## src/rtl/ata_pio_pkg.sv

```systemverilog
// Shared types for the PIO cycle sequencer.
// Assumes every phase length fits in CNT_W bits once reduced by one.
package ata_pio_pkg;

    localparam int CNT_W = 4;

    typedef logic [CNT_W-1:0] cnt_t;

    typedef enum logic [2:0] {
        PH_IDLE,
        PH_SETUP,
        PH_STROBE,
        PH_RECOV,
        PH_SHUT
    } phase_e;

    // Phase lengths are stored minus one so a down-counter ends at zero.
    typedef struct packed {
        logic fast;
        cnt_t setup_m1;
        cnt_t strobe_m1;
        cnt_t recov_m1;
    } timing_t;

endpackage

```

## src/rtl/ata_pio_timing_sel.sv

```systemverilog
// Picks the phase lengths for an incoming request.
// Fast timing applies only when the drive's enable is set and the target is
// the data port. Everything else gets the fixed compatible timing.
// Purely combinational; assumes FAST_SETUP >= 1 and all lengths <= 2**CNT_W.
module ata_pio_timing_sel
    import ata_pio_pkg::*;
#(
    parameter int NUM_DRV       = 2,
    parameter int DRV_W         = 1,
    parameter int ADDR_W        = 3,
    parameter int CS_W          = 1,
    parameter int SEL_W         = 2,
    parameter int DATA_ADDR     = 0,
    parameter int FAST_SETUP    = 1,
    parameter int FAST_STB_MIN  = 2,
    parameter int FAST_REC_MIN  = 1,
    parameter int COMPAT_SETUP  = 3,
    parameter int COMPAT_STROBE = 5,
    parameter int COMPAT_RECOV  = 4
) (
    input  logic [DRV_W-1:0]         drive,
    input  logic [CS_W-1:0]          cs_sel,
    input  logic [ADDR_W-1:0]        addr,
    input  logic [NUM_DRV-1:0]       fast_en,
    input  logic [SEL_W*NUM_DRV-1:0] strobe_sel,
    input  logic [SEL_W*NUM_DRV-1:0] recov_sel,
    output timing_t                  timing
);

    logic [NUM_DRV-1:0] drv_hit;
    logic               is_data_port;
    logic               drv_fast;
    logic [SEL_W-1:0]   stb_field;
    logic [SEL_W-1:0]   rec_field;

    // One decode line per drive
    genvar g;
    generate
        for (g = 0; g < NUM_DRV; g++) begin : g_drv
            assign drv_hit[g] = (drive == DRV_W'(g));
        end
    endgenerate

    // Gather the fields of the addressed drive
    always_comb begin
        drv_fast  = 1'b0;
        stb_field = '0;
        rec_field = '0;
        for (int d = 0; d < NUM_DRV; d++) begin
            if (drv_hit[d]) begin
                drv_fast  = fast_en[d];
                stb_field = strobe_sel[d*SEL_W +: SEL_W];
                rec_field = recov_sel[d*SEL_W +: SEL_W];
            end
        end
    end

    assign is_data_port = (cs_sel == '0) && (addr == ADDR_W'(DATA_ADDR));

    // Build the timing record for the chosen mode
    always_comb begin
        if (drv_fast && is_data_port) begin
            timing.fast      = 1'b1;
            timing.setup_m1  = cnt_t'(FAST_SETUP - 1);
            timing.strobe_m1 = cnt_t'(stb_field) + cnt_t'(FAST_STB_MIN - 1);
            timing.recov_m1  = cnt_t'(rec_field) + cnt_t'(FAST_REC_MIN - 1);
        end else begin
            timing.fast      = 1'b0;
            timing.setup_m1  = cnt_t'(COMPAT_SETUP - 1);
            timing.strobe_m1 = cnt_t'(COMPAT_STROBE - 1);
            timing.recov_m1  = cnt_t'(COMPAT_RECOV - 1);
        end
    end

endmodule

```

## src/rtl/ata_pio_phase_ctl.sv

```systemverilog
// Phase sequencer: idle, setup, strobe, recovery, shutdown.
// Accepts a request when idle, or in the last recovery clock of a fast
// access. A fast follow-up to the same target goes straight to the strobe.
// Assumes the timing record is valid whenever req_valid is high.
module ata_pio_phase_ctl
    import ata_pio_pkg::*;
(
    input  logic    clk,
    input  logic    rst_n,
    input  logic    req_valid,
    input  timing_t new_timing,
    input  logic    same_target,
    output logic    req_ready,
    output logic    accept,
    output phase_e  phase,
    output logic    strobe_last
);

    phase_e  phase_q;
    cnt_t    cnt_q;
    timing_t cur_q;
    logic    recov_last;
    logic    skip_setup;

    // Decode end-of-phase conditions and the host handshake
    always_comb begin
        recov_last  = (phase_q == PH_RECOV) && (cnt_q == '0);
        strobe_last = (phase_q == PH_STROBE) && (cnt_q == '0);
        req_ready   = (phase_q == PH_IDLE) || (recov_last && cur_q.fast);
        accept      = req_valid && req_ready;
        skip_setup  = recov_last && cur_q.fast && new_timing.fast && same_target;
    end

    // Phase register and down-counter
    always_ff @(posedge clk) begin
        if (!rst_n) begin
            phase_q <= PH_IDLE;
            cnt_q   <= '0;
            cur_q   <= '0;
        end else begin
            case (phase_q)
                PH_IDLE: begin
                    if (accept) begin
                        phase_q <= PH_SETUP;
                        cnt_q   <= new_timing.setup_m1;
                        cur_q   <= new_timing;
                    end
                end
                PH_SETUP: begin
                    if (cnt_q == '0) begin
                        phase_q <= PH_STROBE;
                        cnt_q   <= cur_q.strobe_m1;
                    end else begin
                        cnt_q <= cnt_q - cnt_t'(1);
                    end
                end
                PH_STROBE: begin
                    if (cnt_q == '0) begin
                        phase_q <= PH_RECOV;
                        cnt_q   <= cur_q.recov_m1;
                    end else begin
                        cnt_q <= cnt_q - cnt_t'(1);
                    end
                end
                PH_RECOV: begin
                    if (cnt_q != '0) begin
                        cnt_q <= cnt_q - cnt_t'(1);
                    end else if (accept) begin
                        cur_q <= new_timing;
                        if (skip_setup) begin
                            phase_q <= PH_STROBE;
                            cnt_q   <= new_timing.strobe_m1;
                        end else begin
                            phase_q <= PH_SETUP;
                            cnt_q   <= new_timing.setup_m1;
                        end
                    end else begin
                        phase_q <= PH_SHUT;
                    end
                end
                PH_SHUT: begin
                    phase_q <= PH_IDLE;
                end
                default: begin
                    phase_q <= PH_IDLE;
                end
            endcase
        end
    end

    assign phase = phase_q;

endmodule

```

## src/rtl/ata_pio_datapath.sv

```systemverilog
// Cable-side datapath: holds the target and write data of the current
// access, decodes selects and strobes from the phase, and captures read
// data on the last strobe clock. Assumes phase comes from ata_pio_phase_ctl.
module ata_pio_datapath
    import ata_pio_pkg::*;
#(
    parameter int ADDR_W = 3,
    parameter int DATA_W = 16,
    parameter int NUM_CS = 2,
    parameter int CS_W   = 1
) (
    input  logic              clk,
    input  logic              rst_n,
    input  logic              accept,
    input  logic              req_write,
    input  logic [CS_W-1:0]   req_cs_sel,
    input  logic [ADDR_W-1:0] req_addr,
    input  logic [DATA_W-1:0] req_wdata,
    input  phase_e            phase,
    input  logic              strobe_last,
    input  logic [DATA_W-1:0] ata_din,
    output logic              same_target,
    output logic [ADDR_W-1:0] ata_addr,
    output logic [NUM_CS-1:0] ata_cs_n,
    output logic              ata_rd_n,
    output logic              ata_wr_n,
    output logic [DATA_W-1:0] ata_dout,
    output logic              ata_dout_en,
    output logic              rsp_valid,
    output logic [DATA_W-1:0] rsp_rdata
);

    logic              write_q;
    logic [CS_W-1:0]   cs_q;
    logic [ADDR_W-1:0] addr_q;
    logic [DATA_W-1:0] wdata_q;
    logic              active;
    logic              in_strobe;

    // Latch the target and write data of each accepted request
    always_ff @(posedge clk) begin
        if (!rst_n) begin
            write_q <= 1'b0;
            cs_q    <= '0;
            addr_q  <= '0;
            wdata_q <= '0;
        end else if (accept) begin
            write_q <= req_write;
            cs_q    <= req_cs_sel;
            addr_q  <= req_addr;
            wdata_q <= req_wdata;
        end
    end

    // Capture read data at the edge that ends the strobe
    always_ff @(posedge clk) begin
        if (!rst_n) begin
            rsp_valid <= 1'b0;
            rsp_rdata <= '0;
        end else begin
            rsp_valid <= strobe_last && !write_q;
            if (strobe_last && !write_q) begin
                rsp_rdata <= ata_din;
            end
        end
    end

    // Decode cable controls from the phase
    always_comb begin
        active      = (phase != PH_IDLE);
        in_strobe   = (phase == PH_STROBE);
        ata_rd_n    = !(in_strobe && !write_q);
        ata_wr_n    = !(in_strobe && write_q);
        ata_dout_en = write_q && ((phase == PH_SETUP) || in_strobe || (phase == PH_RECOV));
        same_target = (req_cs_sel == cs_q) && (req_addr == addr_q);
    end

    // One active-low select per register block
    genvar c;
    generate
        for (c = 0; c < NUM_CS; c++) begin : g_cs
            assign ata_cs_n[c] = !(active && (cs_q == CS_W'(c)));
        end
    endgenerate

    assign ata_addr = addr_q;
    assign ata_dout = wdata_q;

endmodule

```

## src/rtl/ata_pio_seq.sv

```systemverilog
// Top of the ATA programmed-I/O cycle sequencer.
// Joins the timing selector, the phase sequencer and the cable datapath.
// Assumes the configuration inputs are static while accesses run.
module ata_pio_seq
    import ata_pio_pkg::*;
#(
    parameter int NUM_DRV       = 2,
    parameter int ADDR_W        = 3,
    parameter int DATA_W        = 16,
    parameter int NUM_CS        = 2,
    parameter int SEL_W         = 2,
    parameter int DATA_ADDR     = 0,
    parameter int FAST_SETUP    = 1,
    parameter int COMPAT_SETUP  = 3,
    parameter int COMPAT_STROBE = 5,
    parameter int COMPAT_RECOV  = 4,
    localparam int DRV_W        = (NUM_DRV > 1) ? $clog2(NUM_DRV) : 1,
    localparam int CS_W         = (NUM_CS > 1) ? $clog2(NUM_CS) : 1
) (
    input  logic                     clk,
    input  logic                     rst_n,
    input  logic                     req_valid,
    output logic                     req_ready,
    input  logic                     req_write,
    input  logic [CS_W-1:0]          req_cs_sel,
    input  logic [ADDR_W-1:0]        req_addr,
    input  logic [DRV_W-1:0]         req_drive,
    input  logic [DATA_W-1:0]        req_wdata,
    input  logic [NUM_DRV-1:0]       cfg_fast_en,
    input  logic [SEL_W*NUM_DRV-1:0] cfg_strobe_sel,
    input  logic [SEL_W*NUM_DRV-1:0] cfg_recov_sel,
    output logic [ADDR_W-1:0]        ata_addr,
    output logic [NUM_CS-1:0]        ata_cs_n,
    output logic                     ata_rd_n,
    output logic                     ata_wr_n,
    output logic [DATA_W-1:0]        ata_dout,
    output logic                     ata_dout_en,
    input  logic [DATA_W-1:0]        ata_din,
    output logic                     rsp_valid,
    output logic [DATA_W-1:0]        rsp_rdata
);

    timing_t new_timing;
    logic    same_target;
    logic    accept;
    logic    strobe_last;
    phase_e  phase;

    ata_pio_timing_sel #(
        .NUM_DRV      (NUM_DRV),
        .DRV_W        (DRV_W),
        .ADDR_W       (ADDR_W),
        .CS_W         (CS_W),
        .SEL_W        (SEL_W),
        .DATA_ADDR    (DATA_ADDR),
        .FAST_SETUP   (FAST_SETUP),
        .FAST_STB_MIN (2),
        .FAST_REC_MIN (1),
        .COMPAT_SETUP (COMPAT_SETUP),
        .COMPAT_STROBE(COMPAT_STROBE),
        .COMPAT_RECOV (COMPAT_RECOV)
    ) u_tsel (
        .drive     (req_drive),
        .cs_sel    (req_cs_sel),
        .addr      (req_addr),
        .fast_en   (cfg_fast_en),
        .strobe_sel(cfg_strobe_sel),
        .recov_sel (cfg_recov_sel),
        .timing    (new_timing)
    );

    ata_pio_phase_ctl u_ctl (
        .clk        (clk),
        .rst_n      (rst_n),
        .req_valid  (req_valid),
        .new_timing (new_timing),
        .same_target(same_target),
        .req_ready  (req_ready),
        .accept     (accept),
        .phase      (phase),
        .strobe_last(strobe_last)
    );

    ata_pio_datapath #(
        .ADDR_W(ADDR_W),
        .DATA_W(DATA_W),
        .NUM_CS(NUM_CS),
        .CS_W  (CS_W)
    ) u_dp (
        .clk        (clk),
        .rst_n      (rst_n),
        .accept     (accept),
        .req_write  (req_write),
        .req_cs_sel (req_cs_sel),
        .req_addr   (req_addr),
        .req_wdata  (req_wdata),
        .phase      (phase),
        .strobe_last(strobe_last),
        .ata_din    (ata_din),
        .same_target(same_target),
        .ata_addr   (ata_addr),
        .ata_cs_n   (ata_cs_n),
        .ata_rd_n   (ata_rd_n),
        .ata_wr_n   (ata_wr_n),
        .ata_dout   (ata_dout),
        .ata_dout_en(ata_dout_en),
        .rsp_valid  (rsp_valid),
        .rsp_rdata  (rsp_rdata)
    );

endmodule

```

## config.mk

```make
export PLATFORM = sky130hd
export DESIGN_NAME = ata_pio_seq
export DESIGN_NICKNAME = d
export VERILOG_FILES = /design/src/rtl/ata_pio_pkg.sv /design/src/rtl/ata_pio_timing_sel.sv /design/src/rtl/ata_pio_phase_ctl.sv /design/src/rtl/ata_pio_datapath.sv /design/src/rtl/ata_pio_seq.sv
export SDC_FILE = /design/constraint.sdc
export NUM_CORES = 1
export LEC_CHECK = 0
export BUFFER_PORTS_ARGS = -buffer_cell sky130_fd_sc_hd__buf_2
export CORE_ASPECT_RATIO = 0.7
export CORE_MARGIN = 2
export CORE_UTILIZATION = 36
export DETAILED_ROUTE_END_ITERATION = 10
export GPL_TIMING_DRIVEN = 0
export SLEW_MARGIN = 20
export SYNTH_ARGS = -nofsm -noshare
export SYNTH_HDL_FRONTEND = slang
export SYNTH_SLANG_ARGS = --single-unit
```

## constraint.sdc

```tcl
create_clock -name clk -period 3.1 [get_ports clk]
set_input_delay 0.93 -clock clk [delete_from_list [all_inputs] [get_ports clk]]
set_output_delay 0.93 -clock clk [all_outputs]
set_load 0.05 [all_outputs]
```

* After elaboration in Yosys (flattened, before gate mapping) *
Cells that the tools add are included.

word-level totals
  output and inout bits = 42
  RAM bits = 0
  bits in latches = 0
  ROM bits = 0
  logic and storage cells = 80
  memories = 0
  input port bits = 51
  flip-flop bits (word level) = 58

operators by class
  magnitude comparators = 0
  div/mod/pow operators = 0
  add/subtract/negate cells = 2
  reductions and logical operators = 33
  multipliers = 0
  equality and inequality tests = 10
  shift-type cells = 0
  multiplexer cells = 21
  bitwise gates (word level) = 2

operators by type and width
  cell                   number
  $mux W13               3
  $pmux W13 S2           1
  $mux W4                6
  $pmux W4 S4            1
  $logic_and A1 B1 Y1    15
  $mux W3                5
  $pmux W3 S4            1
  $reduce_bool A4 Y1     2
  $eq A3 B2 Y1 const B   2
  $logic_not A3 Y1       2
  $mux W2                3
  $ne A2 B2 Y1 const B   3
  $logic_not A1 Y1       5
  $logic_not A4 Y1       1
  $reduce_and A4 Y1      1
  $sub A4 B1 Y4 const B  1
  $add A2 B1 Y3 const B  1
  $eq A3 B1 Y1 const B   1
  $eq A3 B3 Y1           1
  $logic_or A1 B1 Y1     3
  $ne A3 B3 Y1 const B   1
  $reduce_and A3 Y1      1
  $reduce_bool A3 Y1     1
  $ne A2 B1 Y1 const B   1
  other kinds (5)        6

* Longest topological paths before layout *
  depth in word-level cells = 10
  mapped depth = 8
  gate-level depth less buffers = 7

* Hierarchy *
From an unflattened synthesis, not the netlist that was laid out.

second synthesis, totals
  cell total of the unflattened synthesis = 311
  area, all modules = 2826.5 um^2

modules (own cells, without submodules)
  module              area each (um^2)  cells an instance  times used  seq. area each (um^2)
  ata_pio_datapath    1554.0            155                1           760.7
  ata_pio_phase_ctl   1086.0            131                1           320.3
  ata_pio_timing_sel  186.4             25                 1           0.0

* Worst setup path before layout *
No wires, ideal clock.

  kind = register to output
  start = register u_ctl.cnt_q[0]
  end = output port req_ready
  required time = 2170 ps
  setup slack = 259 ps
  data arrival time = 1911 ps
  path buffers = 0
  stages on the path, launching flop included = 6
  path through = dfxtp_1 inv_1 ha_1 nor3b_4 nand4_4 a21oi_1

between the ends
  word-level cells in the longest chain between the ends = 4

RTL lines
  element                 line                     source
  start, declared         ata_pio_phase_ctl.sv:20  cnt_t cnt_q;
  start signal, assigned  ata_pio_phase_ctl.sv:45  cnt_q <= new_timing.setup_m1;
  start signal, assigned  ata_pio_phase_ctl.sv:52  cnt_q <= cur_q.strobe_m1;
  start signal, assigned  ata_pio_phase_ctl.sv:54  cnt_q <= cnt_q - cnt_t'(1);
  $logic_not A4 Y1        ata_pio_phase_ctl.sv:27  recov_last = (phase_q == PH_RECOV) && (cnt_q == '0);
  $logic_and A1 B1 Y1     ata_pio_phase_ctl.sv:27
  $logic_and A1 B1 Y1     ata_pio_phase_ctl.sv:29  req_ready = (phase_q == PH_IDLE) || (recov_last && cur_q.fast);
  $logic_or A1 B1 Y1      ata_pio_phase_ctl.sv:29
  end, declared           ata_pio_seq.sv:23        output logic req_ready,

Every way passes these cells.

* Worst setup path in the final report *
Same ends and word-level chain as after synthesis.

==> metrics <==
Initial DRT Pass Iterations 4; row count 24; CP top delay family simple AND/OR/NAND/NOR gates; RSZ-0062 raised after global routing no; Tcrit/Tclk final 94.4%; Avg Inst Size Synth 8.30 um^2; cell taking the most area after synthesis dfxtp_1; total track usage 16.8%; Worst-path clk slew 90 ps; Primary FF master, synth dfxtp_1; vias per cell 4.91; cells along the critical path inv_1, ha_1, nor3b_4, nand4_4, a21oi_1, buf_2; dpl hpwl 4570 um; Netlist cell types 47; Root Buffer clkbuf_8; initial core utilization 37.4%; vias 2275; Setup Total Neg Slack 0 ps; total grt overflow 0; layout cells sized above 1 30.6%; outcome finished, final reports clean; first-pass GRT wire length 9740 um; sequential area share after synthesis 43.5%; clock sinks 51; CP peak stage delay 400 ps; CP Launch Type register; Inserted Clock Buffers 5; top-area cell type share of the netlist area 43.5%; Routed Wire Length 5940 um; hold bufs inserted after CTS 0; Final #Nets 437; WP buf/inv 2; fmax 342 MHz; # IOs 93; Synth-to-Final Area Change 28.1%; final antenna-violating net count 0; ANT cells 0; final hold vios 0; FF+latch count, synth 51; dpl ws 434 ps; Final Non-Filler Cells 463; port buffer count 91; synth warn 0; worst min-delay path category reg2reg; initial antenna violation count 0; CTS H-tree depth 2; final setup vio count 0; max-slew violations 0; Clock Latency Late Sink 300 ps; Worst EP required 2170 ps; Worst Clk Skew 5.52 ps; Worst EP arrival 2000 ps; VDD IR max 0.265 mV; total placed cells including tap cells 452; Syn Nets 336; Leak 1.32 nW; worst-margin pin slew 529 ps; CP Class reg2out; CP max FO 7; CTS tree yes; PnR worst setup slack 172 ps; Initial DRC Count 99; largest net degree at the start of global routing 16; post-route minimum period 2930 ps; RePlAce Congestion 0.869; Syn Std Cell Area 2350 um^2; PwrDens 779 nW/um^2; maxcap violations 0; CP max-delay cell nor3b_4; Routed wire per std cell 12.8 um; setup slack, reg-to-reg 1010 ps; final hold slack 453 ps; width of the die 101 um; Area contributors post-synth dfxtp_1, nand2_1, a21boi_0; Residual DRC 0; Cells after Synth 283; vias in the first global route 2105; FFs w/ async S/R, synth 0%; CP Capture Type primary output; core area 6280 um^2; die area 7200 um^2; die height 71.6 um; clock tree buffer depth 2; Rel. slew slack 64.5%; Post-synth EDFFs 0
## flip-flops by register name, summed over array words and instances, names as in the netlist
| signal | flops |
|---|---|
| u_ctl.cur_q | 6 |
| u_dp.write_q | 1 |
| u_dp.cs_q | 1 |
| u_dp.rsp_rdata | 16 |
| u_ctl.cnt_q | 4 |
| u_dp.ata_addr | 3 |
| u_dp.ata_dout | 16 |
| u_ctl.phase | 3 |
| u_dp.rsp_valid | 1 |
## Yosys cell counts (5+ instances only)
cell type	number
dfxtp_1	51
nor3_1	7
inv_1	7
nand2_1	86
nand3_1	6
a21boi_1	20
nor2_1	5
a21oi_1	5
a21boi_0	21
o21ai_0	6
clkbuf_1	11
## routing by layer
layer	routed length, um	global-route usage (%)
met1	3070	24.1
met2	2460	25.7
met3	383	5.27
met4	25	2.28
met5	0	0
## cell type report
type                            count  area, um^2
Clock inverter                      2        12.5
Sequential cell                    51        1020
Multi-Input combinational cell    208        1230
Timing Repair Buffer               94         478
Clock buffer                        6        72.6
Tap cell                           78        97.6
Inverter                            8        30.0
Fill cell                         633        3270
Buffer                             16        68.8
## stage by stage
stage	power, mW	cell area [um^2]	utilization (%)
floorplan	1.67	2350	-
global placement	1.93	2900	46.2
detailed placement	1.94	2900	46.2
CTS	2.32	2990	47.6
global route	2.50	3010	47.9
finish	2.34	3010	47.9
## timing repair
| action | in CTS | in global routing |
|---|---|---|
| endpoints found under the hold margin | 0 | 0 |
| resized for setup | 0 | 0 |
| setup endpoints to repair | 0 | 1 |
| buffers inserted | 0 | 3 |
## worst min-delay path, stage by stage (launching register included)
cell,delay (ps)
dfxtp_1,320
nand2_1,50
a21boi_1,50
## power by group
part	total (mW)	internal, mW	switching (mW)
logic	1.12	0.350	0.769
registers	0.847	0.764	0.0825
clock network	0.379	0.158	0.221
## kinds of logic (layout without fill, tap and decap cells)
kind of cell               Yosys count  count (layout)  share of synthesized area [%]
adders and majority gates            2               2                           1.07
AOI/OAI and AO/OA                   74              74                           22.9
muxes                                5               5                           2.24
and+or+nand+nor                    123             123                           24.6
xor gates and xnor gates             4               4                           1.49
DFF                                 51              51                           43.5
buffers and inverters               24             126                           4.21
## path summary, 6_finish.rpt
path | depth (start not counted) | end | start
hold / removal | 2 | u_ctl.cur_q[4] | u_ctl.cur_q[4]
setup / recovery | 6 | req_ready | u_ctl.cnt_q[0]
setup reg to reg | 8 | u_ctl.cnt_q[3] | u_ctl.cnt_q[0]
hold reg to reg | 2 | u_ctl.cur_q[4] | u_ctl.cur_q[4]
## cells in the final DEF, fill, tap and decap left out, types with 3 or more instances in the layout
cell type / synthesis / routed
buf_2: 4 / 95
dfxtp_1: 51 / 51
nor3_1: 7 / 7
a31oi_1: 4 / 4
xnor2_1: 3 / 3
nor2_1: 5 / 5
nand3_1: 6 / 6
clkbuf_1: 11 / 12
a21oi_1: 5 / 5
inv_1: 7 / 7
a21boi_1: 20 / 20
buf_4: 1 / 4
clkbuf_8: 0 / 5
nor2b_1: 4 / 4
o21ai_0: 6 / 6
mux2i_1: 3 / 3
nand2_1: 86 / 86
a21boi_0: 21 / 21
No activity file was read; power rests on OpenSTA's default activity.
